[src/rtl/icache_tag_check.sv]
module icache_tag_check #(
  parameter int SETS  = 16,
  parameter int TAG_W = 30,
  localparam int IDX_W = $clog2(SETS)
) (
  input  logic             clk,
  input  logic             rst_n,
  input  logic             lk_valid,
  input  logic [IDX_W-1:0] lk_index,
  input  logic [TAG_W-1:0] lk_tag,
  output logic             lk_ready,
  output logic             rsp_valid,
  output logic             rsp_hit,
  output logic             rsp_way,
  output logic             rsp_refetch,
  input  logic             wr_en,
  input  logic [IDX_W-1:0] wr_index,
  input  logic             wr_way,
  input  logic [TAG_W-1:0] wr_tag,
  input  logic             wr_valid,
  input  logic             wr_par_flip,
  output logic             busy,
  output logic             err_pulse,
  output logic [IDX_W-1:0] err_index,
  output logic [1:0]       err_ways
);

  logic [SETS-1:0]  vld_q [2];
  logic [SETS-1:0]  par_q [2];
  logic [TAG_W-1:0] tag_q [2][SETS];

  logic             p_v, p_hit, p_way, ref_v;
  logic [IDX_W-1:0] p_idx;
  logic [1:0]       p_err;
  logic [1:0]       bad, match;
  logic             acc;

  always_comb begin
    for (int w = 0; w < 2; w++) begin
      bad[w]   = ^{vld_q[w][lk_index], tag_q[w][lk_index], par_q[w][lk_index]};
      match[w] = vld_q[w][lk_index] && (tag_q[w][lk_index] == lk_tag);
    end
  end

  assign busy        = p_v && (|p_err);
  assign lk_ready    = !busy;
  assign acc         = lk_valid && lk_ready;
  assign rsp_valid   = (p_v && !(|p_err)) || ref_v;
  assign rsp_hit     = p_v && !(|p_err) && p_hit;
  assign rsp_way     = p_way;
  assign rsp_refetch = ref_v;
  assign err_pulse   = busy;
  assign err_index   = p_idx;
  assign err_ways    = p_err;

  always_ff @(posedge clk) begin
    if (!rst_n) begin
      p_v   <= 1'b0;
      p_hit <= 1'b0;
      p_way <= 1'b0;
      p_idx <= '0;
      p_err <= '0;
      ref_v <= 1'b0;
    end else begin
      p_v   <= acc;
      ref_v <= busy;
      if (acc) begin
        p_idx <= lk_index;
        p_err <= bad;
        p_hit <= !(|bad) && (|match);
        p_way <= !match[0];
      end
    end
  end

  always_ff @(posedge clk) begin
    if (!rst_n) begin
      for (int w = 0; w < 2; w++) begin
        vld_q[w] <= '0;
        par_q[w] <= '0;
        for (int s = 0; s < SETS; s++) tag_q[w][s] <= '0;
      end
    end else begin
      for (int w = 0; w < 2; w++) begin
        if (busy) begin
          vld_q[w][p_idx] <= 1'b0;
          par_q[w][p_idx] <= 1'b0;
          tag_q[w][p_idx] <= '0;
        end
        if (wr_en && (wr_way == w[0])) begin
          vld_q[w][wr_index] <= wr_valid;
          par_q[w][wr_index] <= (^{wr_valid, wr_tag}) ^ wr_par_flip;
          tag_q[w][wr_index] <= wr_tag;
        end
      end
    end
  end

  // the stall lasts a single cycle
  a_r6_busy_one_cycle: assert property (@(posedge clk) disable iff (!rst_n)
    busy |=> !busy);

  // stall is followed by a refetch miss
  a_r9_refetch_after_busy: assert property (@(posedge clk) disable iff (!rst_n)
    busy |=> (rsp_valid && rsp_refetch && !rsp_hit));

  // every accepted lookup produces a response or a stall next cycle
  a_r4_lookup_answered: assert property (@(posedge clk) disable iff (!rst_n)
    (lk_valid && lk_ready) |=> (rsp_valid || busy));

  // both ways of the failing set are cleared unless rewritten
  a_r8_set_cleared: assert property (@(posedge clk) disable iff (!rst_n)
    (busy && !(wr_en && wr_index == p_idx)) |=>
      (!vld_q[0][$past(p_idx)] && !vld_q[1][$past(p_idx)]));

  // an error event always names at least one way
  a_r7_event_names_way: assert property (@(posedge clk) disable iff (!rst_n)
    err_pulse |-> (err_ways != 2'b00));

  // a refetch response is never a hit
  a_r3_refetch_not_hit: assert property (@(posedge clk) disable iff (!rst_n)
    rsp_refetch |-> !rsp_hit);

endmodule

[config.mk]
export PLATFORM = sky130hd
export DESIGN_NAME = icache_tag_check
export DESIGN_NICKNAME = d
export VERILOG_FILES = /design/src/rtl/icache_tag_check.sv
export SDC_FILE = /design/constraint.sdc
export NUM_CORES = 2
export LEC_CHECK = 0
export ABC_CLOCK_PERIOD_IN_PS = 10700
export BUFFER_PORTS_ARGS = -buffer_cell sky130_fd_sc_hd__buf_2
export CELL_PAD_IN_SITES_DETAIL_PLACEMENT = 1
export CELL_PAD_IN_SITES_GLOBAL_PLACEMENT = 1
export CORE_ASPECT_RATIO = 0.6
export CORE_UTILIZATION = 55
export CTS_CLUSTER_SIZE = 30
export DETAILED_ROUTE_END_ITERATION = 10
export PLACE_DENSITY_LB_ADDON = 0.15
export SLEW_MARGIN = 20
export SYNTH_ARGS = -nofsm -noshare
export SYNTH_HDL_FRONTEND = slang
export SYNTH_SLANG_ARGS = --single-unit
export TNS_END_PERCENT = 1
[constraint.sdc]
create_clock -name clk -period 10.7 [get_ports clk]
set_input_delay 2.14 -clock clk [delete_from_list [all_inputs] [get_ports clk]]
set_output_delay 2.14 -clock clk [all_outputs]
set_load 0.02 [all_outputs]
After elaboration in Yosys (flattened, before gate mapping)
Memories as Yosys holds them, arrays and structs flattened.
Index checks and enable logic that the tools add are counted.
{ "classes": {"shifts": 0, "reduce_logical": 24, "magnitude_cmp": 10, "n_div": 0, "n_mux": 2083, "n_bitwise": 2053, "mul": 0, "n_eq_ne": 2, "addsub": 0} }
{ "ops": {"columns": ["op", "n"], "rows": [
  ["2-to-1 mux 1 bit", 2061],
  ["OR 1 bit", 2048],
  ["2-to-1 mux 480 bit", 3],
  ["binary-select mux 30 bit (select 4 bit)", 2],
  ["demux 30 bit (select 4 bit)", 2],
  ["2-to-1 mux 30 bit", 6],
  ["parity 32 bit", 2],
  ["equality test 30 bit", 2],
  ["2-to-1 mux 16 bit", 3],
  ["parity 31 bit", 1],
  ["binary-select mux 1 bit (select 4 bit)", 4],
  [">= comparator 5 bit, second input constant", 3],
  ["< comparator 4 x 5 -> 1 bit, second input constant", 3],
  ["inverter 4 -> 5 bit", 3],
  ["logical AND 1 bit", 13],
  ["< comparator 5 x 1 -> 1 bit, second input constant", 2],
  ["demux 1 bit (select 4 bit)", 2],
  [">= comparator 4 x 1 -> 1 bit, second input constant", 2],
  ["OR reduction 2 bit", 3],
  ["logical NOT 1 bit", 4],
  ["logical OR 1 bit", 1],
  ["inverter 1 bit", 1],
  ["bitwise XOR 1 bit", 1]
]} }
{ "word_totals": {"in_bits": 75, "ram_bits": 1024, "out_inout_bits": 13, "regBits": 10, "word_cells": 4181, "latch_bits": 0, "romBits": 0, "mem_count": 3} }
{ "mem_list": {"columns": ["memory", "words", "width", "rd", "rd_clocked_by_memory_dff", "wr", "line", "text"], "rows": [
  ["tag_q", 2, 480, 2, 0, 2, "30", "logic [TAG_W-1:0] tag_q [2][SETS];"],
  ["par_q", 2, 16, 2, 0, 2, "29", "logic [SETS-1:0] par_q [2];"],
  ["vld_q", 2, 16, 2, 0, 2, "28", "logic [SETS-1:0] vld_q [2];"]
]} }

Depth between registers and ports, before layout
{ "depth": {"depth_word": 8, "mapped_depth": 17, "depth_no_buf": 10} }

Worst setup path after synthesis
Ideal clock, no wire load.
{ "synth_path": {"path_kind": "input to register", "startpoint": "in lk_index[0]", "endpoint": "reg p_err[1] (netlist: err_ways[1])", "stages": 11, "path_slack_ns": 5.661, "t_arrival_ns": 4.980, "setup_ns": 0.059, "n_path_buf": 2, "t_required_ns": 10.641, "path_cell_list": "buf_6 -> buf_4 -> mux4_2 -> mux4_2 -> xnor2_1 -> xnor2_1 -> xnor3_1 -> xnor2_1 -> xnor3_1 -> o21ai_1 -> and2_1"} }
{ "synth_between": {"elab_chain_cells": 5, "elab_cells_between_ends": 9, "cone_classes": "7 x mux; 1 x bitwise; 1 x reduce/logical"} }
{ "synth_rtl": {"columns": ["item", "line", "text"], "rows": [
  ["from (decl)", "9", "input logic [IDX_W-1:0] lk_index,"],
  ["inverter 4 -> 5 bit (not written as such)", "40", "bad[w] = ^{vld_q[w][lk_index], tag_q[w][lk_index], par_q[w][lk_index]};"],
  ["binary-select mux 30 bit (select 4 bit)", "40", null],
  ["2-to-1 mux 30 bit (not written as such) (2 in a row)", "40", null],
  ["parity 32 bit (*)", "40", null],
  ["to (signal assigned)", "62", "p_err <= '0;"],
  ["to (signal assigned)", "69", "p_err <= bad;"],
  ["to (decl)", "34", "logic [1:0] p_err;"]
]} }
Mark *: on every way between the ends. The rest lies on a longest branch, timed or not. The select of a mux whose other input is x is not followed.
A chain may end at the register's enable or synchronous reset.

Worst setup path after layout
Same ends and word-level chain as after synthesis.

==> impl_results.md <==
* I/O Pins at 88
* P_int at 6752 uW
* Max clock buf depth at 3
* Most used DFF post-synth: edfxtp_1
* Die Footprint at slightly below 90000 um^2
* Die height at 230.5 um
* Required @ worst endpoint at 11.35 ns
* Buffers on Ports at between 80 and 90
* Slew Limit Fails at 0
* Die W at 382.8 um
* Vias in the first global route at around 37k
* Setup bufs post-CTS at 0
* Final wirelength at 180400 um
* F_max at 172.2 MHz
* Fin crit period at 5.807 ns
* Via density at 6.724
* Crit path kind: in2reg
* Share of the synthesized area in the top cell type at 0.3413
* Ratio of cells with drive above 1 in the final layout at 0.1341
* Inserted Clock Buffers at 95
* TritonCTS clock tree: done
* Setup crit end kind: register
* Clock Pin Slew Worst Setup and Hold Paths at roughly 0.07 ns
* Initial Util at 0.5572
* Yosys warnings at 0
* EDFF count, synth at 544
* Async set-or-reset flop fraction in the synthesized netlist at 0
* Avg Inst Size Synth at between 10 and 15 um^2
* All-Layer GR Usage at 0.4087
* Global-route wire length before repair at between 200000 and 300000 um
* #FFs+latches synth at 1034
* Hold Worst Slack at around 0.5 ns
* Net count reported at finish at around 4.3k
* Net Sw Frac at 0.2730
* CTS Hold Bufs at 0
* Initial antenna violation count at 15
* R2r setup slk at 6.50 ns
* Area Overhead vs Synth at 8.078%
* DPL Wire Length at 103300 um
* Measured slew at the worst slew-check pin at 1.266 ns
* Setup TNS at 0 ns
* Clock latency on the worst-skew pair at roughly 0.7 ns
* Status: complete, but fails checks
* Psw at 2535 uW
* Worst Hold Class: reg2reg
* Top post-synthesis cells by count: 1027 x nor2_1, 544 x edfxtp_1, 500 x a21oi_1
* Clock power share at 0.372
* Crit path DAT at 6.45 ns
* Max VDD drop at 0.0001401 V
* Final Skew at 0.02190 ns
* Yosys cell types at 56
* Root Buffer Master: clkbuf_16
* RePlAce Congestion at 0.9080
* Seq pwr share at 0.486
* Core Area at 85880 um^2
* RSZ-0062 raised after global routing: false
* Via Count at 36.73k
* Post-synth top area cell: edfxtp_1
* Post-cts resize count at 0
* Startpoint types: primary input
* Seq/Total Area, Yosys at 0.5463
* Rel. slew slack at 0.1526
* Synth top area cells: edfxtp_1 34%, dfxtp_1 20%, mux4_2 9.4%
* Period utilization at 0.5427
* Iter 0 DRT Violations at between 5k and 6k
* Max-Cap Viols at 0
* Total overflow reported by the global router at 0
* Routed length per instance at 33.02 um
* Post-route ant nets at 0
* Violated checks: DRC
* Synth Net Count at between 4k and 5k
* Drt first pass iters at 8
* # DRC at 8
* Largest net degree at the start of global routing at 95
* Crit-path max FO at 66
* Cell Area, Synth at 47860 um^2
* H-tree levels at 3
* Clk sinks at 1034
* Cells after synthesis at 4379
* Comb power frac at 0.142
* P per Cell Area at 179.6 nW/um^2
* Leakage at just over 0.02 uW
* Site row count at 83
* Hold Violations, Final at 0
* Count leader, synth: nor2_1
* Final Setup Violations at 0
[final timing paths]
check / cells after the start / startpoint / to
worst max-delay path: 11 / lk_index[0] / err_ways[1]$_SDFFE_PN0P_
worst min-delay path: 2 / tag_q[0][197]$_SDFFE_PP0P_ / tag_q[0][197]$_SDFFE_PP0P_
worst max register to register: 8 / p_v$_SDFF_PN0_ / tag_q[1][424]$_DFFE_PP_
worst min register to register: 2 / tag_q[0][197]$_SDFFE_PP0P_ / tag_q[0][197]$_SDFFE_PP0P_
[through the flow]
step                std cells  cell area, um^2  power (uW)  setup WS [ns]    util
global route             5459            51720        9495          4.767  0.6022
CTS                      5457            51710        9242          4.905  0.6021
floorplan                4379            47860        5408          5.661       -
finish                   5462            51720        9287          4.893  0.6023
detailed placement       5287            48700        5864          4.178  0.5670
global placement         5287            48700        5807          4.176  0.5670
[power by group through the flow]
stage	registers, uW	clock network, uW	logic, uW
global placement	4580	0	1230
global route	4530	3600	1360
floorplan	4550	0	854
CTS	4510	3450	1280
finish	4520	3450	1320
detailed placement	4600	0	1270
[cell usage in the layout, fill, tap and decap left out, types with 29 or more instances in the layout]
| master | n |
|---|---|
| edfxtp_1 | 544 |
| and2_1 | 442 |
| nand3b_1 | 29 |
| a221oi_1 | 45 |
| mux2i_1 | 135 |
| buf_4 | 88 |
| xor2_1 | 57 |
| clkbuf_16 | 99 |
| mux4_2 | 199 |
| xnor2_1 | 83 |
| a21oi_1 | 488 |
| nand2_1 | 126 |
| buf_2 | 84 |
| nor2_1 | 1014 |
| dfxtp_1 | 490 |
| and3_1 | 72 |
[critical path, stage by stage]
cell and delay (ns):
buf_8 0.57, buf_4 0.66, mux4_2 0.58, mux4_2 0.54
xor2_1 0.19, xnor2_1 0.24, xnor3_1 0.45, xnor2_1 0.19
xnor3_1 0.50, o21ai_1 0.16, and2_1 0.14
[cell families (layout without fill, tap and decap cells)]
kind of cell / Yosys count / count (layout) / share of synthesized area
and+or+nand+nor: 1796 / 1796 / 0.1744
DFF: 1034 / 1034 / 0.5463
AOI/OAI and AO/OA: 623 / 623 / 0.07250
buffers and inverters: 422 / 353 / 0.04387
muxes: 356 / 356 / 0.1336
xor gates and xnor gates: 148 / 148 / 0.02926
other: 0 / 5 / 0
[sequential cells by signal, summed over array words and instances (netlist names)]
signal / cells
tag_q: 960
par_q: 32
vld_q: 32
err_index: 4
err_ways: 2
p_hit: 1
p_v: 1
rsp_refetch: 1
rsp_way: 1
[area by class of cell]
type | instances | area [um^2]
Clock inverter | 38 | 324.1
Tap cell | 1147 | 1435
Antenna cell | 5 | 12.51
Fill cell | 8817 | 34160
Sequential cell | 1034 | 26150
Clock buffer | 132 | 2691
Inverter | 5 | 21.27
Timing Repair Buffer | 178 | 1182
Multi-Input combinational cell | 2923 | 19910
[metal layers]
metal  vias to the layer above  part of all wire  GRT usage
li1                      14940                 -          -
met1                     18761              0.39     0.5738
met2                      2545              0.43     0.6045
met3                       478              0.13     0.1108
met4                         2             0.043     0.1588
met5                         -          0.000072          0
No activity file was read; power rests on OpenSTA's default activity.
